**src/rtl/spi_fifo_pkg.sv**
```systemverilog
// Shared register addresses and bit positions for the SPI FIFO status unit.
package spi_fifo_pkg;
    localparam int REG_AW = 4;

    typedef enum logic [REG_AW-1:0] {
        A_CTRL       = 4'd0,
        A_TX_THR     = 4'd1,
        A_RX_THR     = 4'd2,
        A_TX_LVL     = 4'd3,
        A_RX_LVL     = 4'd4,
        A_STATUS     = 4'd5,
        A_MASK       = 4'd6,
        A_IRQ_MASKED = 4'd7,
        A_IRQ_RAW    = 4'd8,
        A_CLEAR      = 4'd9,
        A_DMA_CTL    = 4'd10,
        A_DMA_TX_LVL = 4'd11,
        A_DMA_RX_LVL = 4'd12,
        A_TX_DATA    = 4'd13,
        A_RX_DATA    = 4'd14
    } reg_addr_e;

    // interrupt bit positions
    localparam int IRQ_TX_LOW  = 0;
    localparam int IRQ_TX_OVF  = 1;
    localparam int IRQ_RX_UDF  = 2;
    localparam int IRQ_RX_OVF  = 3;
    localparam int IRQ_RX_HIGH = 4;
    localparam int IRQ_W       = 5;

    // clear register bit positions
    localparam int CLR_ALL    = 0;
    localparam int CLR_RX_UDF = 1;
    localparam int CLR_RX_OVF = 2;
    localparam int CLR_TX_OVF = 3;
    localparam int CLR_W      = 4;
endpackage

```
**src/rtl/spi_fifo_buf.sv**
```systemverilog
// Synchronous FIFO with level counter and synchronous flush.
// Assumes: push when full and pop when empty are dropped silently; flush wins over both.
module spi_fifo_buf #(
    parameter int DEPTH = 8,
    parameter int W     = 16,
    localparam int PTR_W = (DEPTH > 1) ? $clog2(DEPTH) : 1,
    localparam int CNT_W = $clog2(DEPTH + 1)
) (
    input  logic             clk,
    input  logic             rst_n,
    input  logic             flush,
    input  logic             push,
    input  logic [W-1:0]     push_data,
    input  logic             pop,
    output logic [W-1:0]     head,
    output logic [CNT_W-1:0] count,
    output logic             full,
    output logic             empty
);
    logic [W-1:0]     mem [DEPTH];
    logic [PTR_W-1:0] wr_ptr, rd_ptr;
    logic             do_push, do_pop;

    assign full    = (count == CNT_W'(DEPTH));
    assign empty   = (count == '0);
    assign do_push = push && !full;
    assign do_pop  = pop && !empty;
    assign head    = mem[rd_ptr];

    function automatic logic [PTR_W-1:0] nxt(input logic [PTR_W-1:0] p);
        return (p == PTR_W'(DEPTH - 1)) ? '0 : p + PTR_W'(1);
    endfunction

    // Pointer and level bookkeeping.
    always_ff @(posedge clk) begin
        if (!rst_n || flush) begin
            wr_ptr <= '0;
            rd_ptr <= '0;
            count  <= '0;
        end else begin
            if (do_push) wr_ptr <= nxt(wr_ptr);
            if (do_pop)  rd_ptr <= nxt(rd_ptr);
            if (do_push && !do_pop)      count <= count + CNT_W'(1);
            else if (do_pop && !do_push) count <= count - CNT_W'(1);
        end
    end

    // Storage write.
    always_ff @(posedge clk) begin
        if (do_push && !flush) mem[wr_ptr] <= push_data;
    end

    assert_level_bound_R2: assert property (@(posedge clk) disable iff (!rst_n)
        count <= CNT_W'(DEPTH));
    assert_no_overflow_R3: assert property (@(posedge clk) disable iff (!rst_n)
        (full && push && !pop && !flush) |=> full);
    assert_no_underflow_R4: assert property (@(posedge clk) disable iff (!rst_n)
        (empty && pop && !push && !flush) |=> empty);
    assert_flush_zero_R10: assert property (@(posedge clk) disable iff (!rst_n)
        flush |=> (count == '0));
endmodule

```
**src/rtl/spi_irq_unit.sv**
```systemverilog
// Latches error events, combines them with live threshold flags, applies the mask.
// Assumes: a set event in the same cycle as its clear wins.
module spi_irq_unit
    import spi_fifo_pkg::*;
(
    input  logic             clk,
    input  logic             rst_n,
    input  logic             set_tx_ovf,
    input  logic             set_rx_udf,
    input  logic             set_rx_ovf,
    input  logic             clr_we,
    input  logic [CLR_W-1:0] clr,
    input  logic             tx_low,
    input  logic             rx_high,
    input  logic [IRQ_W-1:0] mask,
    output logic [IRQ_W-1:0] raw,
    output logic [IRQ_W-1:0] masked,
    output logic             irq
);
    logic ev_tx_ovf, ev_rx_udf, ev_rx_ovf;
    logic kill_tx_ovf, kill_rx_udf, kill_rx_ovf;

    assign kill_tx_ovf = clr_we && (clr[CLR_ALL] || clr[CLR_TX_OVF]);
    assign kill_rx_udf = clr_we && (clr[CLR_ALL] || clr[CLR_RX_UDF]);
    assign kill_rx_ovf = clr_we && (clr[CLR_ALL] || clr[CLR_RX_OVF]);

    // Sticky event flags, cleared per source.
    always_ff @(posedge clk) begin
        if (!rst_n) begin
            ev_tx_ovf <= 1'b0;
            ev_rx_udf <= 1'b0;
            ev_rx_ovf <= 1'b0;
        end else begin
            if (set_tx_ovf)       ev_tx_ovf <= 1'b1;
            else if (kill_tx_ovf) ev_tx_ovf <= 1'b0;
            if (set_rx_udf)       ev_rx_udf <= 1'b1;
            else if (kill_rx_udf) ev_rx_udf <= 1'b0;
            if (set_rx_ovf)       ev_rx_ovf <= 1'b1;
            else if (kill_rx_ovf) ev_rx_ovf <= 1'b0;
        end
    end

    // Assemble raw, masked and summary outputs.
    always_comb begin
        raw = '0;
        raw[IRQ_TX_LOW]  = tx_low;
        raw[IRQ_TX_OVF]  = ev_tx_ovf;
        raw[IRQ_RX_UDF]  = ev_rx_udf;
        raw[IRQ_RX_OVF]  = ev_rx_ovf;
        raw[IRQ_RX_HIGH] = rx_high;
        masked = raw & mask;
        irq    = |masked;
    end

    assert_event_latch_R3: assert property (@(posedge clk) disable iff (!rst_n)
        set_tx_ovf |=> raw[IRQ_TX_OVF]);
    assert_clear_all_R5: assert property (@(posedge clk) disable iff (!rst_n)
        (clr_we && clr[CLR_ALL] && !set_tx_ovf && !set_rx_udf && !set_rx_ovf)
        |=> (raw[IRQ_RX_OVF:IRQ_TX_OVF] == '0));
    assert_mask_gate_R8: assert property (@(posedge clk) disable iff (!rst_n)
        (mask == '0) |-> !irq);
endmodule

```
**src/rtl/spi_fifo_status.sv**
```systemverilog
// Register front end for an SPI engine: two FIFOs, thresholds, status,
// interrupts and DMA requests. Assumes DATA_W <= REG_W and one-cycle strobes.
module spi_fifo_status
    import spi_fifo_pkg::*;
#(
    parameter int DEPTH  = 8,
    parameter int DATA_W = 16,
    parameter int REG_W  = 16
) (
    input  logic              clk,
    input  logic              rst_n,
    input  logic              reg_wr,
    input  logic              reg_rd,
    input  logic [REG_AW-1:0] reg_addr,
    input  logic [REG_W-1:0]  reg_wdata,
    output logic [REG_W-1:0]  reg_rdata,
    input  logic              eng_busy,
    output logic              eng_tx_valid,
    output logic [DATA_W-1:0] eng_tx_data,
    input  logic              eng_tx_pop,
    input  logic              eng_rx_push,
    input  logic [DATA_W-1:0] eng_rx_data,
    output logic              irq,
    output logic              dma_tx_req,
    output logic              dma_rx_req
);
    localparam int PTR_W = (DEPTH > 1) ? $clog2(DEPTH) : 1;
    localparam int CNT_W = $clog2(DEPTH + 1);

    logic              en;
    logic [PTR_W-1:0]  tx_thr, rx_thr, dma_tx_lvl, dma_rx_lvl;
    logic [IRQ_W-1:0]  mask, raw, masked;
    logic [1:0]        dma_ctl;
    logic [CNT_W-1:0]  tx_cnt, rx_cnt;
    logic              tx_full, tx_empty, rx_full, rx_empty;
    logic [DATA_W-1:0] rx_head;
    logic              wr_tx, rd_rx, fits, busy;
    logic [4:0]        status;

    assign wr_tx = reg_wr && (reg_addr == A_TX_DATA) && en;
    assign rd_rx = reg_rd && (reg_addr == A_RX_DATA) && en;
    assign fits  = (reg_wdata < REG_W'(DEPTH));

    // Configuration registers; level-type registers hold only in-range values.
    always_ff @(posedge clk) begin
        if (!rst_n) begin
            en         <= 1'b0;
            tx_thr     <= '0;
            rx_thr     <= '0;
            dma_tx_lvl <= '0;
            dma_rx_lvl <= '0;
            mask       <= '0;
            dma_ctl    <= '0;
        end else if (reg_wr) begin
            case (reg_addr)
                A_CTRL:       en         <= reg_wdata[0];
                A_TX_THR:     if (fits) tx_thr     <= reg_wdata[PTR_W-1:0];
                A_RX_THR:     if (fits) rx_thr     <= reg_wdata[PTR_W-1:0];
                A_DMA_TX_LVL: if (fits) dma_tx_lvl <= reg_wdata[PTR_W-1:0];
                A_DMA_RX_LVL: if (fits) dma_rx_lvl <= reg_wdata[PTR_W-1:0];
                A_MASK:       mask       <= reg_wdata[IRQ_W-1:0];
                A_DMA_CTL:    dma_ctl    <= reg_wdata[1:0];
                default: ;
            endcase
        end
    end

    spi_fifo_buf #(.DEPTH(DEPTH), .W(DATA_W)) u_tx (
        .clk(clk), .rst_n(rst_n), .flush(!en),
        .push(wr_tx), .push_data(reg_wdata[DATA_W-1:0]),
        .pop(eng_tx_pop && en), .head(eng_tx_data),
        .count(tx_cnt), .full(tx_full), .empty(tx_empty));

    spi_fifo_buf #(.DEPTH(DEPTH), .W(DATA_W)) u_rx (
        .clk(clk), .rst_n(rst_n), .flush(!en),
        .push(eng_rx_push && en), .push_data(eng_rx_data),
        .pop(rd_rx), .head(rx_head),
        .count(rx_cnt), .full(rx_full), .empty(rx_empty));

    spi_irq_unit u_irq (
        .clk(clk), .rst_n(rst_n),
        .set_tx_ovf(wr_tx && tx_full),
        .set_rx_udf(rd_rx && rx_empty),
        .set_rx_ovf(eng_rx_push && en && rx_full),
        .clr_we(reg_wr && (reg_addr == A_CLEAR)),
        .clr(reg_wdata[CLR_W-1:0]),
        .tx_low(tx_cnt <= CNT_W'(tx_thr)),
        .rx_high(rx_cnt >= CNT_W'(rx_thr)),
        .mask(mask), .raw(raw), .masked(masked), .irq(irq));

    assign eng_tx_valid = !tx_empty;
    assign busy         = en && (eng_busy || !tx_empty);
    assign status       = {rx_full, rx_empty, tx_empty, tx_full, busy};
    assign dma_tx_req   = en && dma_ctl[1] && (tx_cnt <= CNT_W'(dma_tx_lvl));
    assign dma_rx_req   = en && dma_ctl[0] && (rx_cnt >  CNT_W'(dma_rx_lvl));

    // Read-data multiplexer.
    always_comb begin
        case (reg_addr)
            A_CTRL:       reg_rdata = REG_W'(en);
            A_TX_THR:     reg_rdata = REG_W'(tx_thr);
            A_RX_THR:     reg_rdata = REG_W'(rx_thr);
            A_TX_LVL:     reg_rdata = REG_W'(tx_cnt);
            A_RX_LVL:     reg_rdata = REG_W'(rx_cnt);
            A_STATUS:     reg_rdata = REG_W'(status);
            A_MASK:       reg_rdata = REG_W'(mask);
            A_IRQ_MASKED: reg_rdata = REG_W'(masked);
            A_IRQ_RAW:    reg_rdata = REG_W'(raw);
            A_DMA_CTL:    reg_rdata = REG_W'(dma_ctl);
            A_DMA_TX_LVL: reg_rdata = REG_W'(dma_tx_lvl);
            A_DMA_RX_LVL: reg_rdata = REG_W'(dma_rx_lvl);
            A_RX_DATA:    reg_rdata = rx_empty ? '0 : REG_W'(rx_head);
            default:      reg_rdata = '0;
        endcase
    end

    assert_thr_hold_R6: assert property (@(posedge clk) disable iff (!rst_n)
        (reg_wr && (reg_addr == A_TX_THR) && !fits) |=> $stable(tx_thr));
    assert_disabled_quiet_R9: assert property (@(posedge clk) disable iff (!rst_n)
        !en |-> (!dma_tx_req && !dma_rx_req));
    assert_disable_flush_R10: assert property (@(posedge clk) disable iff (!rst_n)
        !en |=> (tx_cnt == '0 && rx_cnt == '0));
endmodule

```
**config.mk**
```make
export PLATFORM = sky130hd
export DESIGN_NAME = spi_fifo_status
export DESIGN_NICKNAME = d
export VERILOG_FILES = /design/src/rtl/spi_fifo_pkg.sv /design/src/rtl/spi_fifo_buf.sv /design/src/rtl/spi_irq_unit.sv /design/src/rtl/spi_fifo_status.sv
export SDC_FILE = /design/constraint.sdc
export NUM_CORES = 1
export LEC_CHECK = 0
export BUFFER_PORTS_ARGS = -buffer_cell sky130_fd_sc_hd__buf_2
export CELL_PAD_IN_SITES_DETAIL_PLACEMENT = 0
export CELL_PAD_IN_SITES_GLOBAL_PLACEMENT = 2
export CORE_UTILIZATION = 42
export DETAILED_ROUTE_END_ITERATION = 10
export PLACE_DENSITY_LB_ADDON = 0.1
export SLEW_MARGIN = 25
export SYNTH_ARGS = -nofsm -noshare
export SYNTH_HDL_FRONTEND = slang
export SYNTH_HIERARCHICAL = 1
export SYNTH_SLANG_ARGS = --single-unit
```
**constraint.sdc**
```tcl
create_clock -name clk -period 2.85 [get_ports clk]
set_input_delay 0.1425 -clock clk [delete_from_list [all_inputs] [get_ports clk]]
set_output_delay 0.1425 -clock clk [all_outputs]
set_load 0.1 [all_outputs]
```
* Word level (Yosys, flattened, before mapping)
Memory sizes are Yosys's and may differ from the RTL's. A register that Yosys moved wholly into a read port is not among the register bits.
Cells that the tools add are included.
** Cells by class
- Add/subtract/negate cells :: 8
- $mul :: 0
- Divide/modulo/power cells :: 0
- Order comparisons :: 5
- Eq/ne operators :: 20
- Shift operators :: 0
- Mux-type cells :: 24
- Bitwise gates (word level) :: 1
- Reduce and logical (&&, ||, !) cells :: 59
** Operator list (number)
- one-hot mux 16 bit (13 select lines) :: 1
- equality test 4 bit (second input constant) :: 9
- logical AND 1 bit :: 28
- two-way mux 3 bit :: 8
- equality test 4 x 3 -> 1 bit (second input constant) :: 4
- less-than comparator 16 x 4 -> 1 bit (second input constant) :: 1
- two-way mux 16 bit :: 1
- two-way mux 4 bit :: 4
- adder 3 x 1 -> 3 bit (second input constant) :: 4
- equality test 3 bit (second input constant) :: 4
- logical NOT 4 bit :: 3
- AND reduction 3 bit :: 4
- logical NOT 1 bit :: 10
- two-way mux 1 bit :: 10
- nonzero test 2 bit :: 5
- adder 4 x 1 -> 4 bit (second input constant) :: 2
- equality test 4 x 2 -> 1 bit (second input constant) :: 2
- less-or-equal comparator 4 x 3 -> 1 bit :: 2
- subtractor 4 x 1 -> 4 bit (second input constant) :: 2
- AND reduction 2 bit :: 3
- AND 5 bit :: 1
- logical OR 1 bit :: 5
- OR reduction 5 bit :: 1
- equality test 4 x 1 -> 1 bit (second input constant) :: 1
- other kinds (2) :: 2
** Storage, ports and cells
- Register bits :: 43
- Latch bits :: 0
- Memory bits (writable) :: 256
- ROM bits :: 0
- Input bits :: 43
- Word-level logic and storage cells :: 135
- Memories kept :: 2
** Memory list
- u_rx.mem :: depth 8, width 16, read ports 1, clocked after memory_dff 1, write ports 1, RTL line spi_fifo_buf.sv:20 : logic [W-1:0] mem [DEPTH];
- u_tx.mem :: depth 8, width 16, read ports 1, clocked after memory_dff 1, write ports 1, RTL line spi_fifo_buf.sv:20

* Longest topological paths before layout
Gate-level depths: netlist of the first run.
- Word-level depth :: 8
- Depth in mapped cells :: 13
- Depth with buffers taken out :: 12

* Modules after synthesis
The synthesis of the first run kept the hierarchy.
** By module, submodules not included
- spi_fifo_buf (u_rx) :: instances 1, cells each 260, area an instance 5619.1 µm², sequential area each 4103.9 µm²
- spi_fifo_buf (u_tx) :: instances 1, cells each 259, area an instance 5616.6 µm², sequential area each 4103.9 µm²
- spi_fifo_status :: instances 1, cells each 221, area an instance 1870.5 µm², sequential area each 400.4 µm²
- spi_irq_unit :: instances 1, cells each 27, area an instance 211.5 µm², sequential area each 60.1 µm²

* Least setup slack after synthesis of the first run
No wires, ideal clock.
- Path type :: register to output
- Start :: register u_rx.count[0]
- End :: output port reg_rdata[4]
- Data arrival time :: 3.628 ns
- Data required time :: 2.707 ns
- Path slack :: -0.920 ns
- Cell stages (with the launch flop) :: 10
- Path through :: dfxtp_1 -> inv_1 -> ha_1 -> nand2b_1 -> a21o_1 -> a211o_1 -> buf_4 -> nor3b_1 -> a31oi_1 -> o21ai_0
** Between the ends
- Cells in the longest elaborated chain, start to end :: 3
- Elaborated cells between the ends (all ways) :: 6
** RTL lines
- start, declared :: RTL line spi_fifo_buf.sv:16 : output logic [CNT_W-1:0] count,
- start signal, assigned :: RTL line spi_fifo_buf.sv:43 : if (do_push && !do_pop) count <= count + CNT_W'(1);
- start signal, assigned :: RTL line spi_fifo_buf.sv:44 : else if (do_pop && !do_push) count <= count - CNT_W'(1);
- >= comparator 4 x 3 -> 1 bit * :: RTL line spi_fifo_status.sv:88 : .rx_high(rx_cnt >= CNT_W'(rx_thr)),
- net raw[4] :: RTL line spi_fifo_status.sv:32 : logic [IRQ_W-1:0] mask, raw, masked;
- AND 5 bit :: RTL line spi_irq_unit.sv:51 : masked = raw & mask;
- one-hot mux 16 bit (13 select lines) * :: RTL line spi_fifo_status.sv:99 : case (reg_addr)
- end, declared :: RTL line spi_fifo_status.sv:16 : output logic [REG_W-1:0] reg_rdata,
The timed path passes the listed nets; every way through them passes the cells marked *.

* Worst setup path in the final report of the first run
- Start :: register rx_thr[0]
- End :: output port reg_rdata[4]
** Between the ends
- Cells in the longest elaborated chain, start to end :: 3
** RTL lines
- start, declared :: RTL line spi_fifo_status.sv:31 : logic [PTR_W-1:0] tx_thr, rx_thr, dma_tx_lvl, dma_rx_lvl;
- start signal, assigned :: RTL line spi_fifo_status.sv:58 : A_RX_THR: if (fits) rx_thr <= reg_wdata[PTR_W-1:0];
- >= comparator 4 x 3 -> 1 bit :: RTL line spi_fifo_status.sv:88
- AND 5 bit :: RTL line spi_irq_unit.sv:51
- net masked[4] :: RTL line spi_fifo_status.sv:32
- one-hot mux 16 bit (13 select lines) :: RTL line spi_fifo_status.sv:99
The timed path passes the listed nets, and every way through them passes these cells.

==> qor.csv, run 1 <==
metric,value,unit
place_hpwl,19300,µm
syn-num-nets,838,
pin_count,79,
numCtsBuffers,31,
min_period,2.79,ns
initial_core_util,43.1,%
synth_top_family_by_area,multiplexers,
grt_pass1_vias,7535,
die_h,180,µm
drtIter0Drc,559,
cts.sinks,305,
max_slew.worst_pin.slew,0.532,ns
pre_cts_ws,0.139,ns
startpoint,rx_thr[0]$_SDFFE_PN0P_,
synth_warnings,6,
die_x,180,µm
ys.flop_type,edfxtp_1,
synth_compound_area_share,3.49,%
via_count,7246,
start_kind,flop,
avgSynthCellArea,17.4,µm²
synthXorXnorAreaFrac,0.263,%
antenna_cells,0,
ir_worst_vdd,0.504,mV
ys_seq_area_share,65.1,%
crit_type,reg2out,
grt_pass1_wl,44600,µm
synthSimpleGateAreaFrac,7.48,%
postSynthCellCount,767,
rsz0062_at_grt,yes,
synth-edff-count,256,
async_reset_ff_share,0,%
tritoncts,built,
r2r_start,u_rx/count[3]$_SDFFE_PP0P_,
syn-cell-area,13300,µm²
clock_latency,0.55,ns
antenna_found_initial,0,
dpl.cell_count,1257,
num-nets-final,1006,
setup_viol,0,
instances_no_fill,1356,
cp-end-kind,output port,
ff2ff_setup_slack,0.18,ns
core,30900,µm²
clock_path_buffers,3,
hold_path_startpoint,reg_wr,
vias_per_cell,5.34,
drtAntennaViolNets,0,
htree_levels,1,
p_leak,5.65,nW
holdCritPathClass,in2reg,
cts-root-buf,clkbuf_16,
fin_ws,0.0588,ns
path_cells,ha_4 > nand2b_4 > a21o_1 > a211o_1 > and2_4 > mux2_4 > a32oi_1 > o21ai_1 > buf_6,
outcome,"finished, final reports clean",
synth.distinct_cells,65,
layout_worst_path_cycle_share,97.9,%
final_util,51.4,%
drc,0,
finalClockSkew,0.0141,ns
overflow,0,
path_clk_slew,0.06,ns
synthMuxAreaShare,18.3,%
grt_usage,18.0,%
timing.final.hold_violations,0,
routed_wl,28800,µm
layout-drive-gt1-share,28.4,%
cp_slowest_stage_delay,0.41,ns
area_growth,19.4,%
rows,64,
cpMaxStageDelayCell,dfxtp_2,
wl_per_cell,21.2,µm
dieArea,32400,µm²
final_cell_mix,"edfxtp_1, buf_2, buf_4",
synth_fa_ha_area_share,2.74,%
final_common_cell,edfxtp_1,
dr.pass1.iters,7,
power_density,564,nW/µm²
synth_seq_cells,305,
cp_max_fo,3,
relSlewSlack,64.4,%
hold_ws,0.0629,ns
io_buffers,78,
final-max-slew-violation-count,0,
max_freq,358,MHz
cap_violations,0,
gp_congestion,0.848,
total_power,8.97,mW
required,2.71,ns
critical_path_arrival,2.65,ns
grt_max_degree,33,
==> final cells by class <==
| cell class | count | area [µm²] |
|---|---|---|
| Clock buffer | 33 | 783 |
| Clock inverter | 25 | 215 |
| Sequential cell | 305 | 8690 |
| Tap cell | 396 | 495 |
| Fill cell | 2570 | 15000 |
| Timing Repair Buffer | 176 | 1280 |
| Multi-Input combinational cell | 400 | 4360 |
| Inverter | 21 | 81.3 |
==> worst paths after layout <==
path | endpoint | depth (start not counted)
max | reg_rdata[4] | 9
min | en$_SDFFE_PN0P_ | 4
max reg2reg | u_rx/count[3]$_SDFFE_PP0P_ | 10
min reg2reg | u_irq/ev_rx_udf$_SDFFE_PN0P_ | 2
==> through the flow <==
step	cell area [µm²]	TNS [ns]
after floorplan	13300	-0.166
after global placement	14400	0
after detailed placement	14400	0
after CTS	15800	0
after global routing	15900	-0.0895
final	15900	0
==> state kept, by name (all words and copies together), names as in the netlist, 2 cells and up, named ones only <==
register	count
mask	5
u_rx/mem	128
dma_ctl	2
dma_tx_lvl	3
rx_thr	3
u_rx/wr_ptr	3
tx_thr	3
u_tx/count	4
u_tx/rd_ptr	3
u_rx/count	4
u_tx/mem	128
u_tx/wr_ptr	3
u_rx/rd_ptr	3
dma_rx_lvl	3
==> layer usage <==
metal | up-vias | routed length [µm] | track usage (%)
met5 | - | 0 | 0
met4 | 0 | 533 | 4.31
met3 | 37 | 1080 | 2.26
met2 | 140 | 14600 | 31.3
met1 | 3666 | 12600 | 24.1
li1 | 3403 | - | -
==> worst max-delay path, delay by kind of cell (launching register included) <==
family                     cells  cell delay, ns
AOI/OAI and AO/OA              4            0.72
adders and majority gates      1            0.22
buffers and inverters          1            0.20
DFF                            1            0.41
muxes                          1            0.25
and+or+nand+nor                2            0.30
==> cells in the mapped netlist, types with 8 or more instances <==
master | n | area [µm²]
a21oi_1 | 11 | 55.1
and2_1 | 19 | 119
buf_1 | 8 | 30.0
buf_4 | 10 | 75.1
buf_6 | 10 | 113
dfxtp_1 | 49 | 981
edfxtp_1 | 256 | 7690
ha_1 | 26 | 325
inv_1 | 20 | 75.1
mux2_2 | 39 | 439
mux2i_1 | 33 | 330
mux4_1 | 56 | 1470
mux4_2 | 8 | 180
nand2_1 | 33 | 124
nand2b_1 | 10 | 62.6
nand3_1 | 11 | 55.1
nor2_1 | 43 | 161
nor2b_1 | 12 | 75.1
nor3_1 | 8 | 40.0
o21ai_0 | 8 | 40.0
==> timing repair <==
action	CTS	global route
gates resized for setup	18	18
buffers inserted	1	6
endpoints found under the hold margin	259	0
pin swaps	2	7
endpoints found under the setup margin	17	8
hold buffers	34	0
==> power by group <==
group	internal [mW]	leakage [nW]	switching [mW]	total, mW
Sequential	4.82	2.70	0.00168	4.82
Combinational	0.0865	2.47	0.143	0.229
Clock	2.26	0.482	1.66	3.92
Total	7.17	5.65	1.80	8.97
==> cells by family after synthesis <==
| kind of cell | after synthesis |
|---|---|
| buffers and inverters | 62 |
| AND/OR/NAND/NOR | 177 |
| AO/OA/AOI/OAI | 54 |
| multiplexers | 137 |
| adder cells (fa/ha/maj) | 28 |
| XOR/XNOR | 4 |
| flip-flops | 305 |
Note: power is estimated with default switching activity, not from simulation.
==> run 2, diff against run 1 <==
--- a/config.mk
+++ b/config.mk
@@ -5,10 +5,11 @@
 export SDC_FILE = /design/constraint.sdc
 export NUM_CORES = 1
 export LEC_CHECK = 0
+export ABC_CLOCK_PERIOD_IN_PS = 2850
 export BUFFER_PORTS_ARGS = -buffer_cell sky130_fd_sc_hd__buf_2
 export CELL_PAD_IN_SITES_DETAIL_PLACEMENT = 0
 export CELL_PAD_IN_SITES_GLOBAL_PLACEMENT = 2
-export CORE_UTILIZATION = 42
+export CORE_UTILIZATION = 30
 export DETAILED_ROUTE_END_ITERATION = 10
 export PLACE_DENSITY_LB_ADDON = 0.1
 export SLEW_MARGIN = 25
==> run 2 against run 1 <==
Critical endpoint is now reg_rdata[1]. Non-clock buffer count decreased by 16. Clock power increased by 7.4%. Utilization decreased by 14 points. Flip-flop and latch count unchanged. Clock skew increased by 0.023 ns. Critical path depth decreased by 5. Via count increased by 0.37%. Global-route usage decreased by 3.2 points. Largest cell class unchanged.
==> qor.csv, run 2 (synthesized netlist as in run 1, its figures left out) <==
metric,value,unit,change
relSlewSlack,60.0,%,was 64.4%
dieArea,45200,µm²,"was 32,400 µm²"
cts.sinks,305,,unchanged
fin_area,16100,µm²,"was 15,900 µm²"
cp_max_fo,10,,was 3
drtAntennaViolNets,0,,unchanged
final-max-slew-violation-count,0,,unchanged
fin_tns_setup,0,ns,unchanged
place_area,14600,µm²,"was 14,400 µm²"
fillers,4123,,"was 2,570"
htree_levels,2,,was 1
drtIter0Drc,516,,was 559
final_cell_mix,"edfxtp_1, buf_2, mux4_1",,"was edfxtp_1, buf_2, buf_4"
area_growth,20.9,%,was 19.4%
num-nets-final,994,,"was 1,006"
ir_worst_vdd,0.476,mV,was 0.504 mV
finalClockSkew,0.0371,ns,was 0.0141 ns
power_density,576,nW/µm²,was 564 nW/µm²
crit_type,reg2out,,unchanged
clock_path_buffers,3,,unchanged
cts-root-buf,clkbuf_16,,unchanged
tritoncts,built,,unchanged
layout-drive-gt1-share,27.3,%,was 28.4%
dpl.cell_count,1434,,"was 1,257"
pin_count,79,,unchanged
core,43500,µm²,"was 30,900 µm²"
max_freq,362,MHz,was 358 MHz
min_period,2.77,ns,was 2.79 ns
total_power,9.27,mW,was 8.97 mW
p_leak,5.61,nW,was 5.65 nW
overflow,0,,unchanged
path_clk_slew,0.06,ns,about the same
via_count,7273,,"was 7,246"
grt_pass1_wl,48600,µm,"was 44,600 µm"
reg.largest.list,"u_rx/mem (128), u_tx/mem (128), mask (5)",,unchanged
pre_cts_ws,0.185,ns,was 0.139 ns
grt_max_degree,33,,unchanged
die_h,213,µm,was 180 µm
gp_congestion,0.797,,was 0.848
numCtsBuffers,35,,was 31
grt_pass1_vias,7717,,"was 7,535"
hold_ws,0.0345,ns,was 0.0629 ns
final_common_cell,edfxtp_1,,unchanged
dr.pass1.iters,5,,was 7
instances_no_fill,1534,,"was 1,356"
outcome,"finished, final reports clean",,unchanged
required,2.71,ns,about the same
holdCritPathClass,in2reg,,unchanged
initial_core_util,30.6,%,was 43.1%
antenna_found_initial,0,,unchanged
rows,76,,was 64
final_util,37.1,%,was 51.4%
setup_viol,0,,unchanged
wl_per_cell,21.0,µm,was 21.2 µm
fin_ws,0.0839,ns,was 0.0588 ns
drc,0,,unchanged
start_kind,flop,,unchanged
layout_worst_path_cycle_share,97.1,%,was 97.9%
timing.final.hold_violations,0,,unchanged
rsz0062_at_grt,yes,,unchanged
io_buffers,78,,unchanged
vias_per_cell,4.74,,was 5.34
critical_path_arrival,2.62,ns,was 2.65 ns
cap_violations,0,,unchanged
routed_wl,32300,µm,"was 28,800 µm"
max_slew.worst_pin.slew,0.600,ns,was 0.532 ns
grt_usage,14.8,%,was 18.0%
die_x,213,µm,was 180 µm
place_hpwl,20500,µm,"was 19,300 µm"
cp-end-kind,output port,,unchanged
clock_latency,0.55,ns,about the same
==> run 2: final cells by class <==
cell class | instances | area, µm² | share of cell area, %
Tap cell | 585 | 732 | 4.55
Inverter | 21 | 78.8 | 0.489
Antenna cell | 1 | 2.50 | 0.0155
Timing Repair Buffer | 160 | 1170 | 7.25
Clock buffer | 47 | 962 | 5.97
Multi-Input combinational cell | 400 | 4360 | 27.1
Clock inverter | 15 | 109 | 0.676
Sequential cell | 305 | 8690 | 54.0
==> run 2: critical path: stages (launching register included) <==
cell	delay, ns
dfxtp_4	0.45
mux4_1	0.58
mux2_2	0.32
a2111o_1	0.42
buf_2	0.31
==> run 2: report_power, final <==
group / internal (mW) / switching, mW
sequential: 4.82 / 0.00180
combinational: 0.0880 / 0.149
clock: 2.46 / 1.74
total: 7.38 / 1.89
==> run 2: worst paths after layout <==
kind	from	to	slack, ns	depth (start not counted)
setup / recovery	flop	reg_rdata[1]	0.08	4
setup reg to reg	u_rx/count[0]$_SDFFE_PP0P_	u_rx/count[3]$_SDFFE_PP0P_	0.23	9
hold reg to reg	u_irq/ev_rx_udf$_SDFFE_PN0P_	u_irq/ev_rx_udf$_SDFFE_PN0P_	0.48	2
hold / removal	eng_rx_push	u_irq/ev_rx_ovf$_SDFFE_PN0P_	0.03	4
==> run 2: metal layers <==
metal / vias up / GRT usage [%] / wire length, µm
met4: 0 / 5.06 / 717
met1: 3704 / 18.7 / 14000
met5: - / 0 / 0
li1: 3386 / - / -
met2: 141 / 25.3 / 16400
met3: 42 / 2.82 / 1210
==> run 2: repair_timing <==
item | 4_1_cts | 5_1_grt
pin swaps | 1 | 7
setup endpoints to repair | 16 | 10
hold endpoints to repair | 261 | 0
buffers inserted | 1 | 3
hold buffers | 33 | 0
resized for setup | 20 | 14
==> run 3, diff against run 2 <==
--- a/config.mk
+++ b/config.mk
@@ -7,11 +7,9 @@
 export LEC_CHECK = 0
 export ABC_CLOCK_PERIOD_IN_PS = 2850
 export BUFFER_PORTS_ARGS = -buffer_cell sky130_fd_sc_hd__buf_2
-export CELL_PAD_IN_SITES_DETAIL_PLACEMENT = 0
-export CELL_PAD_IN_SITES_GLOBAL_PLACEMENT = 2
 export CORE_UTILIZATION = 30
+export CTS_BUF_LIST = sky130_fd_sc_hd__clkbuf_16
 export DETAILED_ROUTE_END_ITERATION = 10
-export PLACE_DENSITY_LB_ADDON = 0.1
 export SLEW_MARGIN = 25
 export SYNTH_ARGS = -nofsm -noshare
 export SYNTH_HDL_FRONTEND = slang
==> run 3 against run 2 <==
Sequential power barely moved. Register-to-register slack got worse by 0.06 ns. Maximum frequency fell by 1.5%. Utilization barely moved. Design area fell by 0.12%. Sequential share of layout area rose by 0.098 points. Clock skew fell by 0.028 ns. Worst setup slack got worse by 0.042 ns.
==> qor.csv, run 3 (synthesized netlist as in run 1, its figures left out) <==
metric,value,unit,change
clock_path_buffers,3,,unchanged
critical_path_arrival,2.67,ns,was 2.62 ns
numCtsBuffers,30,,was 35
reg.largest.list,"u_rx/mem (128), u_tx/mem (128), mask (5)",,unchanged
cp-end-kind,output port,,unchanged
r2r_end,u_rx/count[3]$_SDFFE_PP0P_,,unchanged
place_area,14600,µm²,about the same
place_hpwl,18500,µm,"was 20,500 µm"
fin_ws,0.0415,ns,was 0.0839 ns
crit_type,reg2out,,unchanged
final-max-slew-violation-count,0,,unchanged
dieArea,45200,µm²,unchanged
routed_wl,28800,µm,"was 32,300 µm"
antenna_found_initial,3,,was 0
min_path_cells,4,,unchanged
ir_worst_vdd,0.520,mV,was 0.476 mV
gp_congestion,0.836,,was 0.797
startpoint,rx_thr[0]$_SDFFE_PN0P_,,
r2r_start,u_rx/count[3]$_SDFFE_PP0P_,,was u_rx/count[0]$_SDFFE_PP0P_
relSlewSlack,63.8,%,was 60.0%
initial_core_util,30.6,%,unchanged
dr.pass1.iters,5,,unchanged
cts-root-buf,clkbuf_16,,unchanged
core,43500,µm²,unchanged
hold_path_startpoint,reg_wr,,was eng_rx_push
fin_area,16100,µm²,about the same
area_growth,20.8,%,was 20.9%
p_leak,5.61,nW,about the same
required,2.71,ns,about the same
power_density,558,nW/µm²,was 576 nW/µm²
start_kind,flop,,unchanged
min_period,2.81,ns,was 2.77 ns
max_freq,356,MHz,was 362 MHz
cap_violations,0,,unchanged
io_buffers,78,,unchanged
grt_usage,12.8,%,was 14.8%
min_delay_worst_endpoint,en$_SDFFE_PN0P_,,was u_irq/ev_rx_ovf$_SDFFE_PN0P_
overflow,0,,unchanged
vias_per_cell,4.73,,was 4.74
pin_count,79,,unchanged
grt_pass1_vias,7310,,"was 7,717"
fin_tns_setup,0,ns,unchanged
tritoncts,built,,unchanged
htree_levels,1,,was 2
finalClockSkew,0.00927,ns,was 0.0371 ns
max_slew.worst_pin.slew,0.547,ns,was 0.600 ns
drtAntennaViolNets,0,,unchanged
timing.final.hold_violations,0,,unchanged
outcome,"finished, final reports clean",,unchanged
cts.sinks,305,,unchanged
layout-drive-gt1-share,27.4,%,was 27.3%
final_cell_mix,"edfxtp_1, buf_2, buf_4",,"was edfxtp_1, buf_2, mux4_1"
pre_cts_ws,0.181,ns,was 0.185 ns
die_h,213,µm,unchanged
setup_viol,0,,unchanged
grt_max_degree,33,,unchanged
cp_max_fo,3,,was 10
holdCritPathClass,in2reg,,unchanged
rsz0062_at_grt,yes,,unchanged
die_x,213,µm,unchanged
drc,0,,unchanged
ff2ff_setup_slack,0.17,ns,was 0.23 ns
path_cells,ha_4 > nand2b_4 > a21o_1 > a211o_1 > and2_4 > mux2_4 > a32oi_1 > o21ai_1 > buf_6,,was mux4_1 > mux2_2 > a2111o_1 > buf_2
path_clk_slew,0.07,ns,was 0.06 ns
num-nets-final,994,,unchanged
wl_per_cell,18.8,µm,was 21.0 µm
cp_slowest_stage_delay,0.39,ns,was 0.58 ns
layout_worst_path_cycle_share,98.5,%,was 97.1%
rows,76,,unchanged
drtIter0Drc,516,,unchanged
final_common_cell,edfxtp_1,,unchanged
clock_latency,0.55,ns,about the same
grt_pass1_wl,43600,µm,"was 48,600 µm"
ff2ff_path_depth,10,,was 9
cpMaxStageDelayCell,dfxtp_2,,was mux4_1
via_count,7239,,"was 7,273"
-- run 3: worst max-delay path by stage --
stage	cells past startpoint	end
floorplan	9	reg_rdata[4]
global placement	10	reg_rdata[4]
detailed placement	10	u_rx/count[3]$_SDFFE_PP0P_
CTS	8	reg_rdata[0]
global route	10	reg_rdata[4]
finish	9	reg_rdata[4]
-- run 3: critical path, delay by kind of cell, from the launching register on --
family                     cells  cell delay, ns
AOI/OAI and AO/OA              4            0.75
adders and majority gates      1            0.21
buffers and inverters          1            0.20
DFF                            1            0.39
muxes                          1            0.25
and+or+nand+nor                2            0.29
-- run 3: where the power goes --
| part | total [mW] | internal (mW) | leakage (nW) | switching, mW |
|---|---|---|---|---|
| Combinational | 0.234 | 0.0884 | 2.41 | 0.146 |
| Sequential | 4.82 | 4.82 | 2.70 | 0.00159 |
| Clock | 3.92 | 2.31 | 0.498 | 1.61 |
| Total | 8.98 | 7.22 | 5.61 | 1.76 |
-- run 3: layout make-up --
type | instances | area, µm²
multi-input cells | 400 | 4370
repair buffers | 165 | 1220
inverters | 21 | 81.3
clock buffers | 31 | 776
well taps | 585 | 732
clock inverters | 23 | 205
diodes | 1 | 2.50
fillers | 4109 | 27400
flip-flops and latches | 305 | 8690
-- run 3: per-layer routing --
| layer | wire length, µm | share of wire [%] | up-vias | track usage, % |
|---|---|---|---|---|
| met3 | 1550 | 5.4 | 45 | 3.10 |
| met4 | 451 | 1.6 | 4 | 2.48 |
| met1 | 13000 | 45 | 3643 | 16.9 |
| li1 | - | - | 3385 | - |
| met5 | 26 | 0.090 | - | 0 |
| met2 | 13700 | 48 | 162 | 21.4 |
-- run 3: stage by stage --
step	power (mW)	hold WS, ns	instances	utilization [%]
final	8.98	0.109	1531	37.0
after global routing	9.26	0.105	1530	37.0
after CTS	9.09	0.0559	1529	36.8
after detailed placement	5.12	0.410	1438	33.6
after global placement	5.11	0.406	1438	33.6
after floorplan	5.01	0.241	767	-
-- run 3: repair_timing --
item,4_1_cts,5_1_grt
hold endpoints to repair,270,0
setup endpoints to repair,16,7
gates cloned,0,0
setup buffers,3,1
hold buffers,34,0
gates resized for setup,30,16
pin swaps,5,6
